$ cat config.mk
export PLATFORM = sky130hd
export DESIGN_NAME = chan_irq_ctrl
export DESIGN_NICKNAME = d
export VERILOG_FILES = /design/src/rtl/chan_irq_pkg.sv /design/src/rtl/chan_irq_path.sv /design/src/rtl/chan_irq_regs.sv /design/src/rtl/chan_irq_ctrl.sv
export SDC_FILE = /design/constraint.sdc
export NUM_CORES = 1
export LEC_CHECK = 0
export CAP_MARGIN = 10
export CELL_PAD_IN_SITES_DETAIL_PLACEMENT = 1
export CELL_PAD_IN_SITES_GLOBAL_PLACEMENT = 1
export CORE_ASPECT_RATIO = 0.9
export CORE_MARGIN = 1.5
export CORE_UTILIZATION = 46
export DETAILED_ROUTE_END_ITERATION = 10
export DONT_BUFFER_PORTS = 1
export GPL_TIMING_DRIVEN = 0
export PLACE_DENSITY_LB_ADDON = 0.1
export SLEW_MARGIN = 20
export SYNTH_ARGS = -nofsm -noshare
export SYNTH_HDL_FRONTEND = slang
export SYNTH_HIERARCHICAL = 1
export SYNTH_SLANG_ARGS = --single-unit
$ cat constraint.sdc
create_clock -name clk -period 8.12 [get_ports clk]
set_input_delay 0.406 -clock clk [delete_from_list [all_inputs] [get_ports clk]]
set_output_delay 0.406 -clock clk [all_outputs]
set_load 0.01 [all_outputs]
$ cat src/rtl/chan_irq_pkg.sv
package chan_irq_pkg;
  localparam int ADDR_W = 4;
  localparam logic [ADDR_W-1:0] A_CTRL = 4'h0;
  localparam logic [ADDR_W-1:0] A_VEC  = 4'h1;
  // per-path offsets in reg_addr[2:0]; reg_addr[3] picks the path
  localparam logic [2:0] OFS_SEL   = 3'd2;
  localparam logic [2:0] OFS_MATCH = 3'd3;
  localparam logic [2:0] OFS_MASK  = 3'd4;
  localparam logic [2:0] OFS_IMAGE = 3'd5;
  localparam logic [2:0] OFS_FLAGS = 3'd6;
  localparam int NPATH    = 2;
  localparam int CB_EN0   = 0;   // enables at [1:0]
  localparam int CB_DYN0  = 2;   // modes at [3:2]
  localparam int CTRL_W   = 4;
endpackage

$ cat src/rtl/chan_irq_path.sv
module chan_irq_path #(
  parameter int DATA_W = 8
) (
  input  logic              clk,
  input  logic              rst_n,
  input  logic              hit,
  input  logic [DATA_W-1:0] byte_data,
  input  logic              dyn,
  input  logic [DATA_W-1:0] match,
  input  logic [DATA_W-1:0] mask,
  input  logic              rd_image,
  input  logic              rd_flags,
  input  logic              clr,
  output logic [DATA_W-1:0] image,
  output logic [DATA_W-1:0] flags,
  output logic              pending
);
  logic [DATA_W-1:0] img_q, img_d, flg_q, flg_d, prev_q, prev_d, det, det_v;
  logic              stat_q, stat_d, primed_q, primed_d, stat_hit;

  assign pending = dyn ? (|flg_q) : stat_q;
  assign image   = img_q;
  assign flags   = flg_q;

  // per-bit edge decode from (pattern, mask)
  always_comb begin
    det = '0;
    for (int i = 0; i < DATA_W; i++) begin
      case ({match[i], mask[i]})
        2'b01:   det[i] = ~prev_q[i] &  byte_data[i];
        2'b10:   det[i] =  prev_q[i] & ~byte_data[i];
        2'b11:   det[i] =  prev_q[i] ^  byte_data[i];
        default: det[i] = 1'b0;
      endcase
    end
  end

  assign det_v    = (hit && dyn && primed_q) ? det : '0;
  assign stat_hit = hit && !dyn && !pending && (mask != '0) &&
                    (((byte_data ^ match) & mask) == '0);

  always_comb begin
    img_d    = img_q;
    prev_d   = prev_q;
    primed_d = primed_q;
    stat_d   = stat_q;
    flg_d    = (rd_flags ? '0 : flg_q) | det_v;
    if (hit && !pending) img_d = byte_data;
    if (hit) begin
      prev_d   = byte_data;
      primed_d = 1'b1;
    end
    if (rd_image) stat_d = 1'b0;
    if (stat_hit) stat_d = 1'b1;
    if (clr) begin
      img_d  = '0;
      flg_d  = '0;
      stat_d = 1'b0;
    end
  end

  always_ff @(posedge clk or negedge rst_n) begin
    if (!rst_n) begin
      img_q    <= '0;
      flg_q    <= '0;
      prev_q   <= '0;
      primed_q <= 1'b0;
      stat_q   <= 1'b0;
    end else begin
      img_q    <= img_d;
      flg_q    <= flg_d;
      prev_q   <= prev_d;
      primed_q <= primed_d;
      stat_q   <= stat_d;
    end
  end
endmodule

$ cat src/rtl/chan_irq_regs.sv
module chan_irq_regs
  import chan_irq_pkg::*;
#(
  parameter int DATA_W = 8
) (
  input  logic                          clk,
  input  logic                          rst_n,
  input  logic                          wr,
  input  logic                          rd,
  input  logic                          iack,
  input  logic [ADDR_W-1:0]             addr,
  input  logic [DATA_W-1:0]             wdata,
  input  logic [NPATH-1:0][DATA_W-1:0]  img,
  input  logic [NPATH-1:0][DATA_W-1:0]  flg,
  input  logic [NPATH-1:0]              pend,
  output logic [NPATH-1:0]              en,
  output logic [NPATH-1:0]              dyn,
  output logic                          clr,
  output logic [NPATH-1:0][DATA_W-1:0]  sel,
  output logic [NPATH-1:0][DATA_W-1:0]  match,
  output logic [NPATH-1:0][DATA_W-1:0]  mask,
  output logic [NPATH-1:0]              rd_img,
  output logic [NPATH-1:0]              rd_flg,
  output logic [DATA_W-1:0]             rdata
);
  localparam int VHI_W = DATA_W - NPATH;

  logic [CTRL_W-1:0]             ctrl_q, ctrl_d;
  logic [VHI_W-1:0]              vhi_q, vhi_d;
  logic [NPATH-1:0][DATA_W-1:0]  sel_q, sel_d, mat_q, mat_d, msk_q, msk_d;
  logic                          rd_ok;

  assign en    = ctrl_q[CB_EN0 +: NPATH];
  assign dyn   = ctrl_q[CB_DYN0 +: NPATH];
  assign clr   = wr && (addr == A_CTRL) && wdata[DATA_W-1];
  assign sel   = sel_q;
  assign match = mat_q;
  assign mask  = msk_q;
  assign rd_ok = rd && !iack;

  for (genvar p = 0; p < NPATH; p++) begin : g_rdfx
    assign rd_img[p] = rd_ok && (addr == {1'(p), OFS_IMAGE});
    assign rd_flg[p] = rd_ok && (addr == {1'(p), OFS_FLAGS});
  end

  always_comb begin
    ctrl_d = ctrl_q;
    vhi_d  = vhi_q;
    sel_d  = sel_q;
    mat_d  = mat_q;
    msk_d  = msk_q;
    if (wr && addr == A_CTRL) ctrl_d = wdata[CTRL_W-1:0];
    if (wr && addr == A_VEC)  vhi_d  = wdata[DATA_W-1:NPATH];
    for (int p = 0; p < NPATH; p++) begin
      if (wr && addr == {p[0], OFS_SEL})   sel_d[p] = wdata;
      if (wr && addr == {p[0], OFS_MATCH}) mat_d[p] = wdata;
      if (wr && addr == {p[0], OFS_MASK})  msk_d[p] = wdata;
    end
  end

  always_ff @(posedge clk or negedge rst_n) begin
    if (!rst_n) begin
      ctrl_q <= '0;
      vhi_q  <= '0;
      sel_q  <= '0;
      mat_q  <= '0;
      msk_q  <= '0;
    end else begin
      ctrl_q <= ctrl_d;
      vhi_q  <= vhi_d;
      sel_q  <= sel_d;
      mat_q  <= mat_d;
      msk_q  <= msk_d;
    end
  end

  always_comb begin
    rdata = '0;
    if (iack || addr == A_VEC) begin
      rdata = {vhi_q, pend};
    end else if (addr == A_CTRL) begin
      rdata[CTRL_W-1:0] = ctrl_q;
    end else begin
      case (addr[2:0])
        OFS_SEL:   rdata = sel_q[addr[3]];
        OFS_MATCH: rdata = mat_q[addr[3]];
        OFS_MASK:  rdata = msk_q[addr[3]];
        OFS_IMAGE: rdata = img[addr[3]];
        OFS_FLAGS: rdata = flg[addr[3]];
        default:   rdata = '0;
      endcase
    end
  end
endmodule

$ cat src/rtl/chan_irq_ctrl.sv
module chan_irq_ctrl
  import chan_irq_pkg::*;
#(
  parameter int DATA_W   = 8,
  parameter int STREAM_W = 3,
  parameter int CHAN_W   = 5
) (
  input  logic                clk,
  input  logic                rst_n,
  input  logic                byte_vld,
  input  logic [STREAM_W-1:0] byte_stream,
  input  logic [CHAN_W-1:0]   byte_chan,
  input  logic [DATA_W-1:0]   byte_data,
  input  logic                reg_wr,
  input  logic                reg_rd,
  input  logic [3:0]          reg_addr,
  input  logic [DATA_W-1:0]   reg_wdata,
  output logic [DATA_W-1:0]   reg_rdata,
  input  logic                iack,
  output logic                irq_n
);
  localparam int TAG_W = STREAM_W + CHAN_W;

  logic [1:0]                    rst_sync_q;
  logic                          rst_core_n;
  logic [NPATH-1:0]              en, dyn, pend, hit, rd_img, rd_flg;
  logic                          clr;
  logic [NPATH-1:0][DATA_W-1:0]  sel, match, mask, img, flg;

  // asynchronous assert, synchronous release
  always_ff @(posedge clk or negedge rst_n) begin
    if (!rst_n) rst_sync_q <= 2'b00;
    else        rst_sync_q <= {rst_sync_q[0], 1'b1};
  end
  assign rst_core_n = rst_sync_q[1];

  chan_irq_regs #(.DATA_W(DATA_W)) u_regs (
    .clk(clk), .rst_n(rst_core_n), .wr(reg_wr), .rd(reg_rd), .iack(iack),
    .addr(reg_addr), .wdata(reg_wdata), .img(img), .flg(flg), .pend(pend),
    .en(en), .dyn(dyn), .clr(clr), .sel(sel), .match(match), .mask(mask),
    .rd_img(rd_img), .rd_flg(rd_flg), .rdata(reg_rdata)
  );

  for (genvar p = 0; p < NPATH; p++) begin : g_path
    assign hit[p] = byte_vld &&
                    (byte_stream == sel[p][CHAN_W +: STREAM_W]) &&
                    (byte_chan   == sel[p][CHAN_W-1:0]);
    chan_irq_path #(.DATA_W(DATA_W)) u_path (
      .clk(clk), .rst_n(rst_core_n), .hit(hit[p]), .byte_data(byte_data),
      .dyn(dyn[p]), .match(match[p]), .mask(mask[p]),
      .rd_image(rd_img[p]), .rd_flags(rd_flg[p]), .clr(clr),
      .image(img[p]), .flags(flg[p]), .pending(pend[p])
    );
  end

  assign irq_n = ~|(pend & en);

  if (TAG_W > DATA_W) begin : g_tag_chk
    initial $error("stream and channel tags exceed the register width");
  end
endmodule

=== Word-level counts from Yosys, hierarchy flattened ===
Index checks and enable logic that the tools add are counted.

* Flip-flop bits (word level): 112
* Input bits: 34
* Word-level logic and storage cells: 266

* Bitwise logic cells: 79
* Mux-type cells: 48
* Reductions and logical operators: 51
* Order comparisons: 1
* Eq/ne operators: 68

{| class="wikitable"
|+ Operators by type and width
! kind !! count
|-
| $mux 8 || 21
|-
| $eq 2x2->1 const B || 32
|-
| $pmux 1 s3 || 16
|-
| $pmux 8 s5 || 1
|-
| $and 1x1->1 || 32
|-
| $eq 2x1->1 const B || 16
|-
| $logic_and 1x1->1 || 32
|-
| $not 1->1 || 24
|-
| $eq 4x4->1 const B || 5
|-
| $and 8x8->8 || 2
|-
| $logic_not 8->1 || 2
|-
| $or 8x8->8 || 2
|-
| $reduce_bool 8->1 || 2
|-
| $reduce_or 8->1 || 2
|-
| $xor 1x1->1 || 16
|-
| $xor 8x8->8 || 2
|-
| $eq 4x3->1 const B || 3
|-
| $eq 5x5->1 || 2
|-
| $eq 3x3->1 const B || 3
|-
| $eq 4x2->1 const B || 2
|-
| $mux 1 || 8
|-
| $mux 4 || 2
|-
| $eq 3x2->1 const B || 2
|-
| $eq 3x3->1 || 2
|-
| 9 further kinds || 16
|}

=== Logic depth before layout (Yosys ltp) ===
Gate-level depths: netlist of the first run.

* Depth in word-level cells: 9
* Gate-level depth with buffers: 7
* Depth with buffers taken out: 6

=== Modules after synthesis ===
The synthesis of the first run kept the hierarchy.

{| class="wikitable"
|+ Modules (own cells, without submodules)
! module !! seq. area each (um^2) !! instances !! cells an instance !! area each (um^2)
|-
| chan_irq_path || 650.6 || 2 || 168 || 1634.1
|-
| chan_irq_regs || 1451.4 || 1 || 250 || 3115.5
|-
| chan_irq_ctrl || 50.0 || 1 || 28 || 251.5
|}

=== Worst setup path before layout of the first run ===
No wires, ideal clock.

* Path type: input to register
* Start: input port reg_addr[1]
* End: register g_path[0].u_path.img_q[0]
* Data required time: 7.999 ns
* Stages: 7
* Path slack: 6.003 ns
* Arrival time: 1.996 ns
* Cell sequence: buf_4 > nor2_1 > nand3_1 > nor2_1 > clkbuf_1 > a21oi_1 > a22o_1

* Longest elaborated chain between the ends: 4
* Elaborated cells between the ends (all ways): 5
* Classes of those cells: mux (1); reduce/logical (4)

{| class="wikitable"
|+ Ends and longest elaborated chain
! element !! line !! text
|-
| from (decl) || chan_irq_ctrl.sv:16 || <nowiki>input logic [3:0] reg_addr,</nowiki>
|-
| $logic_not 4->1 * || chan_irq_regs.sv:35 || <nowiki>assign clr = wr && (addr == A_CTRL) && wdata[DATA_W-1];</nowiki>
|-
| $logic_and 1x1->1 * (2 in series) || chan_irq_regs.sv:35 ||
|-
| via clr || chan_irq_ctrl.sv:27 || <nowiki>logic clr;</nowiki>
|-
| $mux 8 or $reduce_bool 2->1 (tied branches) || -- ||
|-
| to (signal assigned) || chan_irq_path.sv:70 || <nowiki>img_q <= img_d;</nowiki>
|-
| to (decl) || chan_irq_path.sv:18 || <nowiki>logic [DATA_W-1:0] img_q, img_d, flg_q, flg_d, prev_q, prev_d, det, det_v;</nowiki>
|}

The timed path passes the listed nets; every way through them passes the cells marked *.
A chain may end at the register's enable or synchronous reset.

=== Final worst setup path of the first run ===
* Start: register u_regs.sel_q, in the netlist u_regs/sel[10]
* End: register g_path[1].u_path.flg_q[1]

* Longest elaborated chain between the ends: 7

{| class="wikitable"
|+ Ends and longest elaborated chain
! element !! line !! text
|-
| from (decl) || chan_irq_regs.sv:30 || <nowiki>logic [NPATH-1:0][DATA_W-1:0] sel_q, sel_d, mat_q, mat_d, msk_q, msk_d;</nowiki>
|-
| from (signal assigned) || chan_irq_regs.sv:71 || <nowiki>sel_q <= sel_d;</nowiki>
|-
| $eq 5x5->1 || chan_irq_ctrl.sv:47 || <nowiki>(byte_chan == sel[p][CHAN_W-1:0]);</nowiki>
|-
| $logic_and 1x1->1 || chan_irq_ctrl.sv:46 || <nowiki>(byte_stream == sel[p][CHAN_W +: STREAM_W]) &&</nowiki>
|-
| via hit[1] || chan_irq_ctrl.sv:26 || <nowiki>logic [NPATH-1:0] en, dyn, pend, hit, rd_img, rd_flg;</nowiki>
|-
| $logic_and 1x1->1 (2 in series) || chan_irq_path.sv:38 || <nowiki>assign det_v = (hit && dyn && primed_q) ? det : '0;</nowiki>
|-
| $mux 8 || chan_irq_path.sv:38 ||
|-
| $or 8x8->8 || chan_irq_path.sv:47 || <nowiki>flg_d = (rd_flags ? '0 : flg_q) | det_v;</nowiki>
|-
| $mux 8 || chan_irq_path.sv:55 || <nowiki>if (clr) begin</nowiki>
|-
| via g_path[1].u_path.flg_d[1] || chan_irq_path.sv:18 ||
|-
| to (signal assigned) || chan_irq_path.sv:71 || <nowiki>flg_q <= flg_d;</nowiki>
|-
| to (decl) || chan_irq_path.sv:18 ||
|}

The timed path passes the listed nets, and every way through them passes these cells.

==> results of run 1 <==
-- critical path, cell delays in order, from the launching register on --
cell	delay [ns]
dfrtp_1	0.43
xnor2_1	0.20
nand3_1	0.12
nor3_2	0.29
clkbuf_1	0.57
nand3_1	0.68
a21o_1	0.38
a21oi_1	0.15
-- cell usage in the layout, fill, tap and decap left out, types with 3 or more instances in the layout --
master and n:
ha_1 32, a21o_1 17, o21ai_1 7, nand2b_1 13
a22o_1 16, xor2_1 16, buf_6 4, nor2b_1 34
nor4_1 5, nand3b_1 20, o21ai_0 35, clkbuf_16 9
nor3_1 9, nor2_1 14, clkinv_4 3, o22ai_1 16
a31o_1 4, mux2i_1 40, or2b_1 4, nand3_1 6
clkbuf_1 6, mux2_2 48, nor4_2 4, dfrtp_1 111
mux2_4 8, xnor2_1 16, a22oi_1 13, inv_1 34
nand2_1 25, buf_4 7, a21oi_1 20
-- power groups by stage --
stage | Clock, µW | Sequential (µW) | Combinational, µW
global placement | 0 | 798 | 316
global route | 483 | 804 | 389
CTS | 463 | 786 | 351
finish | 450 | 788 | 351
floorplan | 0 | 752 | 270
detailed placement | 0 | 796 | 349
-- final timing paths --
| kind | start | end | slack [ns] | depth (start not counted) |
|---|---|---|---|---|
| max in group asynchronous | rst_sync_q[1]$_DFF_PN0_ | u_regs/mask[15]$_DFFE_PN0P_ | 7.30 | 1 |
| worst min register to register | rst_sync_q[1]$_DFF_PN0_ | u_regs/sel[6]$_DFFE_PN0P_ | 0.22 | 0 |
| min in group asynchronous | rst_sync_q[1]$_DFF_PN0_ | u_regs/sel[6]$_DFFE_PN0P_ | 0.22 | 0 |
| worst max-delay path | u_regs/sel[10]$_DFFE_PN0P_ | g_path[1].u_path/flags[1]$_DFF_PN0_ | 5.23 | 7 |
| worst min-delay path | byte_data[4] | g_path[0].u_path/prev_q[4]$_DFFE_PN0P_ | 0.16 | 2 |
| worst max register to register | u_regs/sel[10]$_DFFE_PN0P_ | g_path[1].u_path/flags[1]$_DFF_PN0_ | 5.23 | 7 |
-- logic make-up (layout without fill, tap and decap cells) --
family                     count (synthesis)  in the layout  synth area share, %
buffers and inverters                     55             74                 4.00
adders and majority gates                 32             32                 6.03
other                                      1              1               0.0565
and+or+nand+nor                          157            157                 15.1
muxes                                     96             96                 16.0
xor gates and xnor gates                  32             32                 4.22
DFF                                      112            112                 42.2
AOI/OAI and AO/OA                        129            129                 12.4
-- routing by layer --
metal  GRT usage, %  routed length [µm]  up-vias
met5              0                   0        -
met2           46.0                9470      117
met1           39.8                9500     2582
met3           7.64                1100       32
met4           9.41                 552        0
li1               -                   -     2217
-- sequential cells by signal (all words and copies together) (netlist names) --
name and count:
g_path.u_path/flags 16, u_regs/sel 16, g_path.u_path/primed_q 2, u_regs/mask 16
u_regs/vhi_q 6, g_path.u_path/prev_q 16, g_path.u_path/stat_q 2, u_regs/match 16
u_regs/ctrl_q 4, g_path.u_path/image 16, rst_sync_q 2
-- metrics by stage --
stage	hold WS [ns]	worst slack, ns	std cells	instance area (µm²)	power, µW
floorplan	0.110	4.77	614	6640	1020
global placement	0.110	3.32	807	6880	1110
detailed placement	0.110	5.15	809	6930	1140
CTS	0.152	5.30	826	7240	1600
global route	0.164	5.08	826	7240	1680
finish	0.163	5.23	826	7240	1590
-- final cells by class --
class	count	area, µm²
clock buffers	9	225
plain buffers	19	130
repair buffers	3	57.6
inverters	36	135
clock inverters	7	73.8
well taps	193	241
multi-input cells	447	3570
flip-flops and latches	112	2810
fillers	1539	6820
==> impl_metrics.tcl, run 1 <==
set metrics [dict create \
    outcome "complete, no violations" \
    final_net_count 694 \
    syn_to_final_growth_pct 9.07 \
    swShare_pct 33.2 \
    tritoncts "yes" \
    antenna_found_initial 0 \
    n_antenna_cell 0 \
    place.gp.congestion 0.919 \
    crit_required_ns 8.39 \
    maxSlewViolCount 0 \
    rows 41 \
    slew_headroom_pct 26.3 \
    dr.pass1.iters 5 \
    netlist_area_um2 6640 \
    ant_nets 0 \
    end_kind "register" \
    finalClockSkew_ns 0.00881 \
    post-route-drc-count 0 \
    ys_types 47 \
    seqPwrFrac_pct 49.6 \
    cts-resized-gates 0 \
    cts_root_buffer "clkbuf_16" \
    p_comb_share_pct 22.1 \
    track_usage_pct 29.3 \
    cts_buffer_depth 2 \
    power.switching_uw 527 \
    period_minus_slack_ns 2.89 \
    hold_class "input pin to register" \
    setup-tns-final_ns 0 \
    ctsHtreeMaxLevel 3 \
    grt_start_max_net_pins 55 \
    yosysSeqAreaShare_pct 42.2 \
    synth-main-ff-cell "dfrtp_1" \
    drt_iter0_markers 363 \
    synth_top_cell_by_area "dfrtp_1" \
    vias_per_cell 5.99 \
    critPathArrivalTime_ns 3.17 \
    vdd_drop_max_mv 0.133 \
    ys_warn_count 6 \
    synth-edff-count 0 \
    routed-via-count 4948 \
    die-area_um2 15200 \
    cts_setup_buffers 0 \
    syn-num-nets 680 \
    drive_gt1_share_pct 16.3 \
    die_w_um 130 \
    boundaryPins 43 \
    fin_crit_sh_pct 35.6 \
    clk_pin_slew_worst_paths_ns 0.08 \
    p_int_uw 1060 \
    io_buffers 0 \
    totalWireLength_mm 20.6 \
    core-area_um2 14100 \
    yosysMostFrequentCell "dfrtp_1" \
    dp_hpwl_mm 15.0 \
    p_leak_uw 0.00321 \
    syn_inst 614 \
    grt.overflow.total 0 \
    cts_buffers 9 \
    yosys-top-cells-area "dfrtp_1, mux2_2, ha_1, mux2i_1, nor2b_1" \
    postCtsHoldBufs 1 \
    grt_pass1_wl_mm 31.9 \
    finalHoldViolations 0 \
    initial_core_util_pct 47.2 \
    netlist.area_leader.share_pct 42.2 \
    clock_latency_ns 0.37 \
    power.density_nw_per_um2 220 \
    critPathMaxFanout 10 \
    ys_seq_elements 112 \
    setup-violations-final 0 \
    post_drt_wl_per_cell_um 25.0 \
    clkSinkCount 112 \
    grt_pass1_vias 5217 \
    critical_path_class "register to register" \
    fp.dieH_um 117 \
    clkPwrFrac_pct 28.3 \
    synth.avg_cell_area_um2 10.8 \
    clock.fmax_mhz 346 \
    rsz0062_at_grt "false" \
    start_kind "register" \
    synth_top_cells_by_count "dfrtp_1, mux2_2, mux2i_1" \
    tightest_slew_ns 1.10 \
    cap_violations 0 \
    post-route-util_pct 51.5 \
    synthArstFlopShare_pct 100 \
]
Power figures use the tool's default switching activity.
==> inputs of run 2 (changes only) <==
==> constraint.sdc (replaced) <==
create_clock -name clk -period 2.75 [get_ports clk]
set_input_delay 0.1375 -clock clk [delete_from_list [all_inputs] [get_ports clk]]
set_output_delay 0.1375 -clock clk [all_outputs]
set_load 0.01 [all_outputs]
==> run 2 against run 1 <==
  * Worst setup slack got worse by 5.1 ns
  * Die area did not move
  * Register-to-register slack got worse by 5.0 ns
  * Clock skew rose by 0.0040 ns
  * Sequential power rose to 3.0 times the previous value
  * Critical path depth fell by 1
  * Non-clock buffer count rose by 17
  * Flip-flop and latch count did not move
  * Global-route usage rose by 1.4 points
  * Routed wire length rose by 5.7%
  * First-iteration DRC count fell by 0.83%
  * Worst hold slack got worse by 0.017 ns
  * Critical path type is now input pin to register
  * Largest cell class unchanged
  * Largest power group unchanged
==> impl_metrics.tcl, run 2 (same netlist as run 1, synthesis figures left out) <==
set metrics [dict create \
    outcome "complete, no violations" \
    power.switching_uw 1600 \
    seqPwrFrac_pct 48.2 \
    cts_buffers 9 \
    clkPwrFrac_pct 29.0 \
    start_kind "input pin" \
    boundaryPins 43 \
    fin_crit_sh_pct 94.7 \
    finalClockSkew_ns 0.0128 \
    vdd_drop_max_mv 0.420 \
    drt_iter0_markers 360 \
    setup-violations-final 0 \
    period_minus_slack_ns 2.60 \
    cap_violations 0 \
    crit_path_top_delay_cell "dlygate4sd3_1" \
    fp.dieH_um 117 \
    critPathMaxFanout 10 \
    antenna_found_initial 1 \
    clkSinkCount 112 \
    ant_nets 0 \
    dp_hpwl_mm 15.3 \
    maxSlewViolCount 0 \
    drive_gt1_share_pct 16.3 \
    setup-tns-final_ns 0 \
    crit_required_ns 3.00 \
    clk_pin_slew_worst_paths_ns 0.07 \
    post-route-util_pct 52.9 \
    totalWireLength_mm 21.8 \
    die-area_um2 15200 \
    end_kind "register" \
    path_cells "dlygate4sd3_1 -> inv_1 -> nor2_1 -> clkbuf_1 -> a21oi_1 -> a22o_1" \
    core-area_um2 14100 \
    tightest_slew_ns 0.935 \
    post-route-drc-count 0 \
    rsz0062_at_grt "false" \
    cts_buffer_depth 2 \
    critPathArrivalTime_ns 2.85 \
    p_comb_share_pct 22.8 \
    syn_to_final_growth_pct 12.1 \
    slowest_delay_ns 0.79 \
    path_depth 6 \
    io_buffers 0 \
    ff2ff_setup_slack_ns 0.24 \
    slew_headroom_pct 37.7 \
    ff2ff_path_depth 7 \
    cts_root_buffer "clkbuf_16" \
    r2r-start "u_regs/sel[3]$_DFFE_PN0P_" \
    critical_path_buf_inv_count 3 \
    cp_top_family "buffers and inverters" \
    power.density_nw_per_um2 650 \
    clock.fmax_mhz 384 \
    finalHoldViolations 0 \
    initial_core_util_pct 47.2 \
    clock_latency_ns 0.37 \
    grt.overflow.total 0 \
    layout_commonest_cell "dfrtp_1" \
    die_w_um 130 \
    swShare_pct 33.1 \
    hold_class "input pin to register" \
    grt_pass1_wl_mm 33.1 \
    p_int_uw 3240 \
    grt_pass1_vias 5408 \
    vias_per_cell 6.04 \
    dr.pass1.iters 5 \
    min_from "iack" \
    cp-startpoint "reg_wdata[7]" \
    hold_ws_ns 0.146 \
    final_cell_mix "dfrtp_1, mux2_2, mux2i_1" \
    critical_path_class "input pin to register" \
    grt_start_max_net_pins 56 \
    track_usage_pct 30.6 \
    final_net_count 711 \
    p_leak_uw 0.00329 \
    rows 41 \
    endpoint "g_path[1].u_path/image[7]$_DFFE_PN0P_" \
    place.gp.congestion 0.947 \
    post_drt_wl_per_cell_um 25.8 \
    ctsHtreeMaxLevel 3 \
    tritoncts "yes" \
    r2r-end "g_path[0].u_path/flags[2]$_DFF_PN0_" \
    routed-via-count 5099 \
]
[run 2: how the worst min path moves through the flow]
stage,to,depth (start not counted)
2_1_floorplan,rst_sync_q[0]$_DFF_PN0_,0
3_3_place_gp,rst_sync_q[0]$_DFF_PN0_,0
3_5_place_dp,rst_sync_q[0]$_DFF_PN0_,0
4_1_cts,g_path[0].u_path/stat_q$_DFFE_PN0P_,3
5_1_grt,u_regs/sel[0]$_DFFE_PN0P_,0
6_report,g_path[0].u_path/stat_q$_DFFE_PN0P_,3
[run 2: repair_timing]
item / 4_1_cts / 5_1_grt
resized for setup: 1 / 1
setup endpoints to repair: 8 / 7
endpoints found under the hold margin: 92 / 0
setup buffers: 0 / 0
hold buffers: 18 / 0
[run 2: worst register-to-register path: cells and delay by family (launching register included)]
family,cells,cell delay (ns)
simple gates,3,0.81
buf+inv,1,0.58
flops,1,0.42
compound gates,2,0.41
xor+xnor,1,0.20
[run 2: metrics by stage]
| stage | cells | setup WS, ns | area [µm²] | total power [µW] |
|---|---|---|---|---|
| finish | 844 | 0.147 | 7440 | 4840 |
| global route | 843 | 0.107 | 7440 | 5080 |
| CTS | 843 | 0.104 | 7430 | 4870 |
| detailed placement | 809 | -0.0626 | 6940 | 3390 |
| global placement | 807 | 0.0166 | 6880 | 3290 |
| floorplan | 614 | 0.877 | 6640 | 3020 |
[run 2: layout make-up]
class	instances	area, µm²
Fill cell	1561	6620
Multi-Input combinational cell	447	3580
Sequential cell	112	2810
Tap cell	193	241
Timing Repair Buffer	20	235
Clock buffer	9	225
Inverter	36	135
Buffer	19	131
Clock inverter	7	86.3
Antenna cell	1	2.50
[run 2: per-layer routing]
| layer | share of wire [%] | wire length, µm | vias to the layer above | track usage, % |
|---|---|---|---|---|
| met3 | 4.7 | 1020 | 48 | 6.45 |
| met5 | 0 | 0 | - | 0 |
| met4 | 3.8 | 832 | 0 | 13.1 |
| met1 | 44 | 9640 | 2678 | 39.2 |
| li1 | - | - | 2245 | - |
| met2 | 47 | 10300 | 128 | 50.7 |
[run 2: power by group through the flow]
stage	sequential (µW)	combinational (µW)	clock (µW)
floorplan	2220	796	0
global placement	2360	938	0
detailed placement	2350	1040	0
CTS	2320	1100	1440
global route	2370	1220	1490
finish	2330	1110	1400
